===== config.mk =====
export PLATFORM = sky130hd
export DESIGN_NAME = tsi_core
export DESIGN_NICKNAME = d
export VERILOG_FILES = /design/src/rtl/tsi_pkg.sv /design/src/rtl/tsi_slot_timer.sv /design/src/rtl/tsi_pingpong_buf.sv /design/src/rtl/tsi_conn_table.sv /design/src/rtl/tsi_core.sv
export SDC_FILE = /design/constraint.sdc
export NUM_CORES = 2
export LEC_CHECK = 0
export BUFFER_PORTS_ARGS = -buffer_cell sky130_fd_sc_hd__buf_2
export CORE_ASPECT_RATIO = 1.1
export CORE_MARGIN = 3
export CORE_UTILIZATION = 35
export CTS_CLUSTER_DIAMETER = 40
export DETAILED_ROUTE_END_ITERATION = 10
export GPL_ROUTABILITY_DRIVEN = 0
export GPL_TIMING_DRIVEN = 0
export HOLD_SLACK_MARGIN = 0.02
export SLEW_MARGIN = 20
export SYNTH_ARGS = -nofsm -noshare
export SYNTH_HDL_FRONTEND = slang
export SYNTH_HIERARCHICAL = 1
export SYNTH_SLANG_ARGS = --single-unit
export TNS_END_PERCENT = 100

===== constraint.sdc =====
create_clock -name clk -period 17.9 [get_ports clk]
set_clock_uncertainty 0.2 [all_clocks]
set_input_delay 1.79 -clock clk [delete_from_list [all_inputs] [get_ports clk]]
set_output_delay 1.79 -clock clk [all_outputs]
set_load 0.02 [all_outputs]

===== src/rtl/tsi_pkg.sv =====
package tsi_pkg;
    localparam int SLOTS_DEF  = 128;
    localparam int DATA_W_DEF = 8;
    localparam int SLOT_W     = $clog2(SLOTS_DEF);

    // One connection-table entry: enable, buffer select, source slot.
    typedef struct packed {
        logic              en;
        logic              bsel;
        logic [SLOT_W-1:0] src;
    } conn_t;

    localparam int CONN_W = $bits(conn_t);
endpackage


===== src/rtl/tsi_slot_timer.sv =====
module tsi_slot_timer
    import tsi_pkg::*;
#(
    parameter int SLOTS = SLOTS_DEF
) (
    input  logic              clk,
    input  logic              rst_n,
    input  logic              fsync_i,
    output logic [SLOT_W-1:0] cur_slot_o,
    output logic              cur_wbuf_o,
    output logic              wbuf_q_o
);
    localparam logic [SLOT_W-1:0] LAST = SLOT_W'(SLOTS - 1);

    typedef struct packed {
        logic [SLOT_W-1:0] slot;
        logic              wbuf;
    } tmr_t;

    tmr_t st_d, st_q;

    always_comb begin
        st_d = st_q;
        if (fsync_i) begin
            st_d.slot = '0;
            st_d.wbuf = ~st_q.wbuf;
        end else if (st_q.slot == LAST) begin
            st_d.slot = '0;
        end else begin
            st_d.slot = st_q.slot + 1'b1;
        end
    end

    always_ff @(posedge clk) begin
        if (!rst_n) begin
            st_q.slot <= LAST;
            st_q.wbuf <= 1'b0;
        end else begin
            st_q <= st_d;
        end
    end

    // The slot being received now, and the buffer it is written into.
    assign cur_slot_o = st_d.slot;
    assign cur_wbuf_o = st_d.wbuf;
    assign wbuf_q_o   = st_q.wbuf;
endmodule


===== src/rtl/tsi_pingpong_buf.sv =====
module tsi_pingpong_buf
    import tsi_pkg::*;
#(
    parameter int SLOTS  = SLOTS_DEF,
    parameter int DATA_W = DATA_W_DEF
) (
    input  logic              clk,
    input  logic              wr_buf_i,
    input  logic [SLOT_W-1:0] wr_slot_i,
    input  logic [DATA_W-1:0] wr_data_i,
    input  logic              rd_buf_i,
    input  logic [SLOT_W-1:0] rd_slot_i,
    output logic [DATA_W-1:0] rd_data_o
);
    localparam int DEPTH = 2 * SLOTS;

    logic [DATA_W-1:0] mem_q [DEPTH];

    // The storage array is written every cycle and has no reset.
    always_ff @(posedge clk) begin
        mem_q[{wr_buf_i, wr_slot_i}] <= wr_data_i;
    end

    assign rd_data_o = mem_q[{rd_buf_i, rd_slot_i}];
endmodule


===== src/rtl/tsi_conn_table.sv =====
module tsi_conn_table
    import tsi_pkg::*;
#(
    parameter int SLOTS = SLOTS_DEF
) (
    input  logic              clk,
    input  logic              rst_n,
    input  logic              we_i,
    input  logic              ctrl_sel_i,
    input  logic [SLOT_W-1:0] addr_i,
    input  logic [CONN_W-1:0] wdata_i,
    input  logic [SLOT_W-1:0] rd_slot_i,
    output conn_t             rd_entry_o,
    output logic              ovr_o,
    output logic              glob_o
);
    typedef struct packed {
        conn_t [SLOTS-1:0] tbl;
        logic              ovr;
        logic              glob;
    } tab_t;

    tab_t st_d, st_q;

    always_comb begin
        st_d = st_q;
        if (we_i) begin
            if (ctrl_sel_i) begin
                st_d.ovr  = wdata_i[1];
                st_d.glob = wdata_i[0];
            end else begin
                st_d.tbl[addr_i] = conn_t'(wdata_i);
            end
        end
    end

    always_ff @(posedge clk) begin
        if (!rst_n) begin
            st_q <= '0;
        end else begin
            st_q <= st_d;
        end
    end

    assign rd_entry_o = st_q.tbl[rd_slot_i];
    assign ovr_o      = st_q.ovr;
    assign glob_o     = st_q.glob;
endmodule


===== src/rtl/tsi_core.sv =====
module tsi_core
    import tsi_pkg::*;
#(
    parameter int SLOTS  = SLOTS_DEF,
    parameter int DATA_W = DATA_W_DEF
) (
    input  logic              clk,
    input  logic              rst_n,
    input  logic              fsync_i,
    input  logic [DATA_W-1:0] slot_din_i,
    output logic [DATA_W-1:0] slot_dout_o,
    input  logic              cfg_we_i,
    input  logic              cfg_ctrl_i,
    input  logic [SLOT_W-1:0] cfg_addr_i,
    input  logic [CONN_W-1:0] cfg_wdata_i
);
    logic [SLOT_W-1:0] cur_slot;
    logic              cur_wbuf;
    logic              wbuf_q;
    conn_t             conn;
    logic              ovr, glob;
    logic              eff_bsel, use_prev, rd_buf;
    logic [DATA_W-1:0] rd_data;

    typedef struct packed {
        logic [DATA_W-1:0] dout;
    } out_t;

    out_t st_d, st_q;

    tsi_slot_timer #(.SLOTS(SLOTS)) u_timer (
        .clk        (clk),
        .rst_n      (rst_n),
        .fsync_i    (fsync_i),
        .cur_slot_o (cur_slot),
        .cur_wbuf_o (cur_wbuf),
        .wbuf_q_o   (wbuf_q)
    );

    tsi_conn_table #(.SLOTS(SLOTS)) u_table (
        .clk        (clk),
        .rst_n      (rst_n),
        .we_i       (cfg_we_i),
        .ctrl_sel_i (cfg_ctrl_i),
        .addr_i     (cfg_addr_i),
        .wdata_i    (cfg_wdata_i),
        .rd_slot_i  (cur_slot),
        .rd_entry_o (conn),
        .ovr_o      (ovr),
        .glob_o     (glob)
    );

    tsi_pingpong_buf #(.SLOTS(SLOTS), .DATA_W(DATA_W)) u_buf (
        .clk       (clk),
        .wr_buf_i  (cur_wbuf),
        .wr_slot_i (cur_slot),
        .wr_data_i (slot_din_i),
        .rd_buf_i  (rd_buf),
        .rd_slot_i (conn.src),
        .rd_data_o (rd_data)
    );

    always_comb begin
        // The global setting replaces the per-connection bit under override.
        eff_bsel = ovr ? glob : conn.bsel;
        // Only a source that arrived earlier in this frame can be read now.
        use_prev = eff_bsel || (conn.src >= cur_slot);
        rd_buf   = use_prev ? ~cur_wbuf : cur_wbuf;
        st_d.dout = conn.en ? rd_data : '1;
    end

    always_ff @(posedge clk) begin
        if (!rst_n) begin
            st_q.dout <= '1;
        end else begin
            st_q <= st_d;
        end
    end

    assign slot_dout_o = st_q.dout;
endmodule


Yosys cells after proc, flatten, opt, wreduce, memory -nomap -nowiden:

Memory sizes are Yosys's and may differ from the RTL's. A register that Yosys moved wholly into a read port is not among the register bits.
Cells that the tools add are included.

* add/sub/neg operators: 1
* magnitude comparators: 4
* equal/unequal tests: 1
* multiplexer cells: 10
* bitwise gates (word level): 3
* reductions and logical operators: 6

Operators with widths (number)
* 1152-bit bitwise mux: 1
* 9-bit binary-select mux with 7-bit select: 1
* 9-bit demux with 7-bit select: 1
* 9-bit 2-to-1 mux: 2
* 7-bit by 8-bit < comparator with 1-bit output (second input constant): 2
* 7-bit 2-to-1 mux: 2
* 7-bit by 1-bit adder with 7-bit output (second input constant): 1
* 7-bit equality test (second input constant): 1
* 7-bit by 1-bit greater-or-equal comparator with 1-bit output (second input constant): 1
* 7-bit greater-or-equal comparator: 1
* 2-bit AND reduction: 3
* 1-bit 2-to-1 mux: 3
* 1-bit NOT: 3
* 1-bit logical AND: 1
* 1-bit zero test: 1
* 1-bit logical OR: 1

* register bits: 1162
* bits in writable memories: 2048
* logic and storage cells: 414
* memories: 1

Memories
* u_buf.mem_q: depth 256, bits a word 8, rd ports 1, clocked after Yosys merged registers in 1, wr ports 1, line tsi_pingpong_buf.sv:17 `logic [DATA_W-1:0] mem_q [DEPTH];`

Longest topological paths before layout:

* word-level depth: 8
* gate-level depth with buffers: 26
* mapped depth without buffers: 21

By module:

Netlist, hierarchy kept.

Modules (own cells, without submodules)
* tsi_pingpong_buf: instances 1, cells an instance 3753, area an instance 79567.6 um2
* tsi_conn_table: instances 1, cells an instance 4529, area an instance 53493.8 um2
* tsi_core: instances 1, cells an instance 41, area an instance 424.2 um2
* tsi_slot_timer: instances 1, cells an instance 41, area an instance 390.4 um2

Worst setup path before layout:

OpenSTA, ideal clock, no wires.

* path type: input port to flip-flop
* from: input port fsync_i
* to: register, netlist name slot_dout_o[1]
* data arrival time: 7785 ps
* slack: 9792 ps
* stages: 22
* cells stage by stage: buf_2 -> a41o_4 -> nor2_1 -> buf_2 -> buf_1 -> mux4_2 -> mux4_2 -> mux4_2 -> mux2_2 -> ha_1 -> a211o_1 -> o211ai_2 -> o211ai_2 -> xor2_1 -> clkbuf_1 -> or3b_2 -> a2111oi_0 -> a311o_1 -> o21ai_0 -> a211oi_1 -> nor4_1 -> or2_2

RTL lines
* start: declaration: line tsi_core.sv:9 `input logic fsync_i,`

==> reports/results.md <==
| Item | This run |
|---|---|
| Initial core utilization | 35.2% |
| Clk pin slew, worst setup/hold paths | 0.06 ns |
| Synth unique cells | 78 |
| Syn-to-layout area delta | 16.0% |
| Area share of the largest cell type after synthesis | 45.9% |
| Post-route fraction of the period consumed by the critical path | 64.7% |
| Post-synth EDFFs | 2048 |
| Total number of vias | 79555 |
| Hold-fix buffers at CTS | 0 |
| Number of vias per cell | 5.60 |
| Number of placed cells counting well taps | 13434 |
| Cell area after technology mapping | 134000 sq um |
| Post-Route Setup TNS | 0 ns |
| Leakage dissipation | 0.0517 uW |
| Dpl hpwl | 308000 microns |
| CTS buffer count | 408 |
| Highest achievable clock rate | 0.0864 GHz |
| Final Hold Viols | 0 |
| Total count of max-transition violations in the final report | 0 |
| Top delay family on crit path | simple AND/OR/NAND/NOR gates |
| Placeable core area | 380000 sq um |
| Areal power density over the cells | 110 nW/um^2 |
| Worst max-slew margin expressed relative to the limit | 11.8% |
| Post-Route Utilization | 40.9% |
| Cell taking the most area after synthesis | sky130_fd_sc_hd__edfxtp_1 |
| Mean cell area of the mapped netlist | 16.0 sq um |
| Remaining global-route overflow | 0 |
| Largest vdd supply drop | 0.0966 mV |
| Total of warnings raised by yosys | 6 |
| Insertion delay to the later sink of the worst-skew pair | 0.89 ns |
| 1st-pass router iterations | 6 |
| Kind of critical path | input port to register |
| Part of the Yosys area used for sequential elements | 63.4% |
| Total number of clock tree sinks | 3218 |
| Worst-path fanout max | 10 |
| Number of antenna violations at the first check in global routing | 32 |
| Primary FF master, synth | sky130_fd_sc_hd__edfxtp_1 |
| Overall Global Routing Usage | 22.0% |
| Status | complete, no violations |
| Fraction of synthesis flops using an asynchronous set or reset pin | 0% |
| H-tree depth reported by CTS | 5 |
| Count of buffers inserted at the top-level ports | 22 |
| Critical Path Max Stage Delay | 1.07 ns |
| Cell Rows | 237 |
| Total die area | 390000 sq um |
| Fill cells | 34001 |
| CTS Buffer Depth | 4 |
| Pin count of the biggest net entering global routing | 133 |
| Number of primary I/O pins | 37 |
| Arrival time at the worst endpoint | 12.23 ns |
| Cells along the critical path | buf_2 > nor2_1 > buf_2 > clkbuf_1 > clkbuf_1 > mux4_2 > mux4_2 > mux4_2 > mux2_2 > ha_1 > and4_1 > o21ai_1 > o211ai_2 > xor2_1 > clkbuf_1 > nand2b_1 > clkbuf_1 > nor3_1 > a21oi_1 > nor4_1 > nor4_1 > or2_2 |
| Hold Crit Class | register to register |
| CTS tree | yes |
| Post-detailed-route wirelength per cell | 31.0 microns |
| Cell type with the highest occurrence count on the critical path | sky130_fd_sc_hd__clkbuf_1 |
| Flip-flop and latch count after synthesis | 3218 |
| Global-route wire length before repair | 613000 microns |
| Cts repair resizes | 0 |
| Worst path bufs/invs | 6 |
| Net Count, Synth | 8401 |
| Post-CTS setup repair buffer count | 0 |
| Total DRC errors in the routed layout | 0 |
| Count of placed standard cells in the final layout, fillers left out | 14209 |
| Final Critical Period | 11.58 ns |
| Vias in the first global route | 79729 |
| Leading post-synthesis cells by cell area | sky130_fd_sc_hd__edfxtp_1, sky130_fd_sc_hd__dfxtp_1, sky130_fd_sc_hd__mux4_2, sky130_fd_sc_hd__mux2i_1, sky130_fd_sc_hd__nor2b_1 |
| Vert. Die Dim | 655 microns |
| CTS root buffer | sky130_fd_sc_hd__clkbuf_16 |
| First-iteration detailed-routing DRC count | 9379 |
| Slowest library cell on the worst path | sky130_fd_sc_hd__nor4_1 |
| Number of max-cap violations | 0 |
| Final number of setup-violating endpoints | 0 |
| Endpoint type of the worst setup path | register |
| Final nets | 8864 |
| Unrepaired setup endpoints after global routing | false |
| Startpoint types | input port |
| Slew at the pin closest to its max-slew limit | 1.32 ns |
| Synthesized netlist cell count | 8364 |
| Die X-Extent | 596 microns |
| Number of nets with antenna violations after routing | 0 |
| Worst slack on hold paths | 0.309 ns |
| Layout cell share with drive strength beyond 1 | 19.8% |
| Worst path required time | 18.55 ns |
| Final Routed Wirelength | 440000 microns |
==> worst min-delay path, delay by kind of cell (launching register included) <==
| kind | cells | cell delay (ns) |
|---|---|---|
| DFF | 1 | 0.32 |
| and+or+nand+nor | 1 | 0.10 |
| muxes | 1 | 0.06 |
==> worst paths after layout <==
kind / startpoint / endpoint / slack [ns] / cells past startpoint
setup / recovery: fsync_i / slot_dout_o[5] / 6.32 / 22
setup reg to reg: u_timer/st_q[1] / slot_dout_o[5] / 6.72 / 23
hold reg to reg: u_table/st_q[565] / u_table/st_q[565] / 0.31 / 2
hold / removal: u_table/st_q[565] / u_table/st_q[565] / 0.31 / 2
==> sequential cells by signal, summed over array words and instances, names as in the netlist <==
name	flops
slot_dout_o	8
u_buf/mem_q	2048
u_table/glob_o	1
u_table/ovr_o	1
u_table/st_q	1152
u_timer/st_q	7
u_timer/wbuf_q_o	1
==> through the flow <==
stage          power, uW  area (sq um)  setup slack (ns)
3_5_place_dp        8810        141000              5.84
6_report           17100        155000              6.32
3_3_place_gp        8790        140000              5.82
2_1_floorplan       8420        134000              9.79
5_1_grt            17500        155000              6.50
4_1_cts            17200        155000              6.92
==> synth_stat cells, types with 6 or more instances <==
cell and instances:
sky130_fd_sc_hd__o21ai_0 32, sky130_fd_sc_hd__buf_2 65, sky130_fd_sc_hd__mux2i_1 1297, sky130_fd_sc_hd__buf_6 33
sky130_fd_sc_hd__dfxtp_1 1170, sky130_fd_sc_hd__mux4_2 776, sky130_fd_sc_hd__mux4_1 30, sky130_fd_sc_hd__and3b_1 6
sky130_fd_sc_hd__buf_8 13, sky130_fd_sc_hd__nor2b_1 1178, sky130_fd_sc_hd__ha_1 8, sky130_fd_sc_hd__edfxtp_1 2048
sky130_fd_sc_hd__nor3_1 69, sky130_fd_sc_hd__a22o_1 14, sky130_fd_sc_hd__nand4bb_1 6, sky130_fd_sc_hd__nor2_1 298
sky130_fd_sc_hd__nor4bb_1 6, sky130_fd_sc_hd__clkbuf_1 478, sky130_fd_sc_hd__buf_12 12, sky130_fd_sc_hd__o221a_2 6
sky130_fd_sc_hd__nor4_1 32, sky130_fd_sc_hd__nand2b_1 10, sky130_fd_sc_hd__buf_4 35, sky130_fd_sc_hd__a21oi_1 76
sky130_fd_sc_hd__mux2_2 29, sky130_fd_sc_hd__buf_1 90, sky130_fd_sc_hd__inv_1 10, sky130_fd_sc_hd__nor3b_1 6
sky130_fd_sc_hd__o221ai_1 39, sky130_fd_sc_hd__o31ai_1 7, sky130_fd_sc_hd__o22ai_1 50, sky130_fd_sc_hd__a22oi_1 148
sky130_fd_sc_hd__a221oi_1 8, sky130_fd_sc_hd__or2_1 6, sky130_fd_sc_hd__a211oi_1 33, sky130_fd_sc_hd__or2_2 13
sky130_fd_sc_hd__nand3_1 89, sky130_fd_sc_hd__nand2_1 52
==> layout make-up <==
type	instances	area, sq um	area share [%]
Timing Repair Buffer	53	857	0.552
Antenna cell	15	37.5	0.0242
Inverter	10	37.5	0.0242
Clock buffer	459	10600	6.83
Buffer	732	3640	2.34
Sequential cell	3218	84900	54.7
Multi-Input combinational cell	4404	45400	29.2
Clock inverter	299	3520	2.27
Tap cell	5019	6280	4.04
==> layout by cell type (no fill, tap or decap), types with 29 or more instances in the layout <==
cell                         count
sky130_fd_sc_hd__clkinv_2       57
sky130_fd_sc_hd__inv_6          58
sky130_fd_sc_hd__nand2_1        52
sky130_fd_sc_hd__buf_2          84
sky130_fd_sc_hd__nor2b_1      1178
sky130_fd_sc_hd__a22oi_1       148
sky130_fd_sc_hd__clkbuf_1      473
sky130_fd_sc_hd__mux2i_1      1297
sky130_fd_sc_hd__nor3_1         67
sky130_fd_sc_hd__nor2_1        291
sky130_fd_sc_hd__buf_6          36
sky130_fd_sc_hd__buf_4          40
sky130_fd_sc_hd__a211oi_1       32
sky130_fd_sc_hd__mux2_2         29
sky130_fd_sc_hd__a21oi_1        76
sky130_fd_sc_hd__bufinv_16      47
sky130_fd_sc_hd__clkinv_1       29
sky130_fd_sc_hd__clkbuf_16     411
sky130_fd_sc_hd__mux4_2        776
sky130_fd_sc_hd__edfxtp_1     2048
sky130_fd_sc_hd__clkbuf_2       40
sky130_fd_sc_hd__clkinv_4       39
sky130_fd_sc_hd__clkinvlp_4     38
sky130_fd_sc_hd__o21ai_0        31
sky130_fd_sc_hd__nor4_1         30
sky130_fd_sc_hd__o221ai_1       39
sky130_fd_sc_hd__dfxtp_1      1170
sky130_fd_sc_hd__mux4_1         30
sky130_fd_sc_hd__o22ai_1        50
sky130_fd_sc_hd__buf_1          85
sky130_fd_sc_hd__nand3_1        89
==> where the power goes <==
part | internal [uW] | leakage, uW | switching, uW
registers | 7910 | 0.0278 | 8.60
logic | 197 | 0.0170 | 547
clock network | 5030 | 0.00682 | 3400
total | 13100 | 0.0517 | 3950
==> routing by layer <==
metal / wire length, microns / up-vias / GRT usage (%) / share of wire (%)
met5: 161 / - / 0 / 0.037
met4: 28500 / 26 / 12.2 / 6.5
met3: 41500 / 1083 / 5.31 / 9.4
met2: 207000 / 4164 / 35.9 / 47
met1: 162000 / 41260 / 26.8 / 37
li1: - / 33022 / - / -
==> cells by family after synthesis <==
kind of cell / after synthesis / synth area share (%)
DFF: 3218 / 63.4
muxes: 2132 / 23.6
and+or+nand+nor: 1815 / 7.81
buffers and inverters: 742 / 2.71
AOI/OAI and AO/OA: 444 / 2.36
adders and majority gates: 8 / 0.0748
xor gates and xnor gates: 5 / 0.0327
Power figures use the tool's default switching activity.
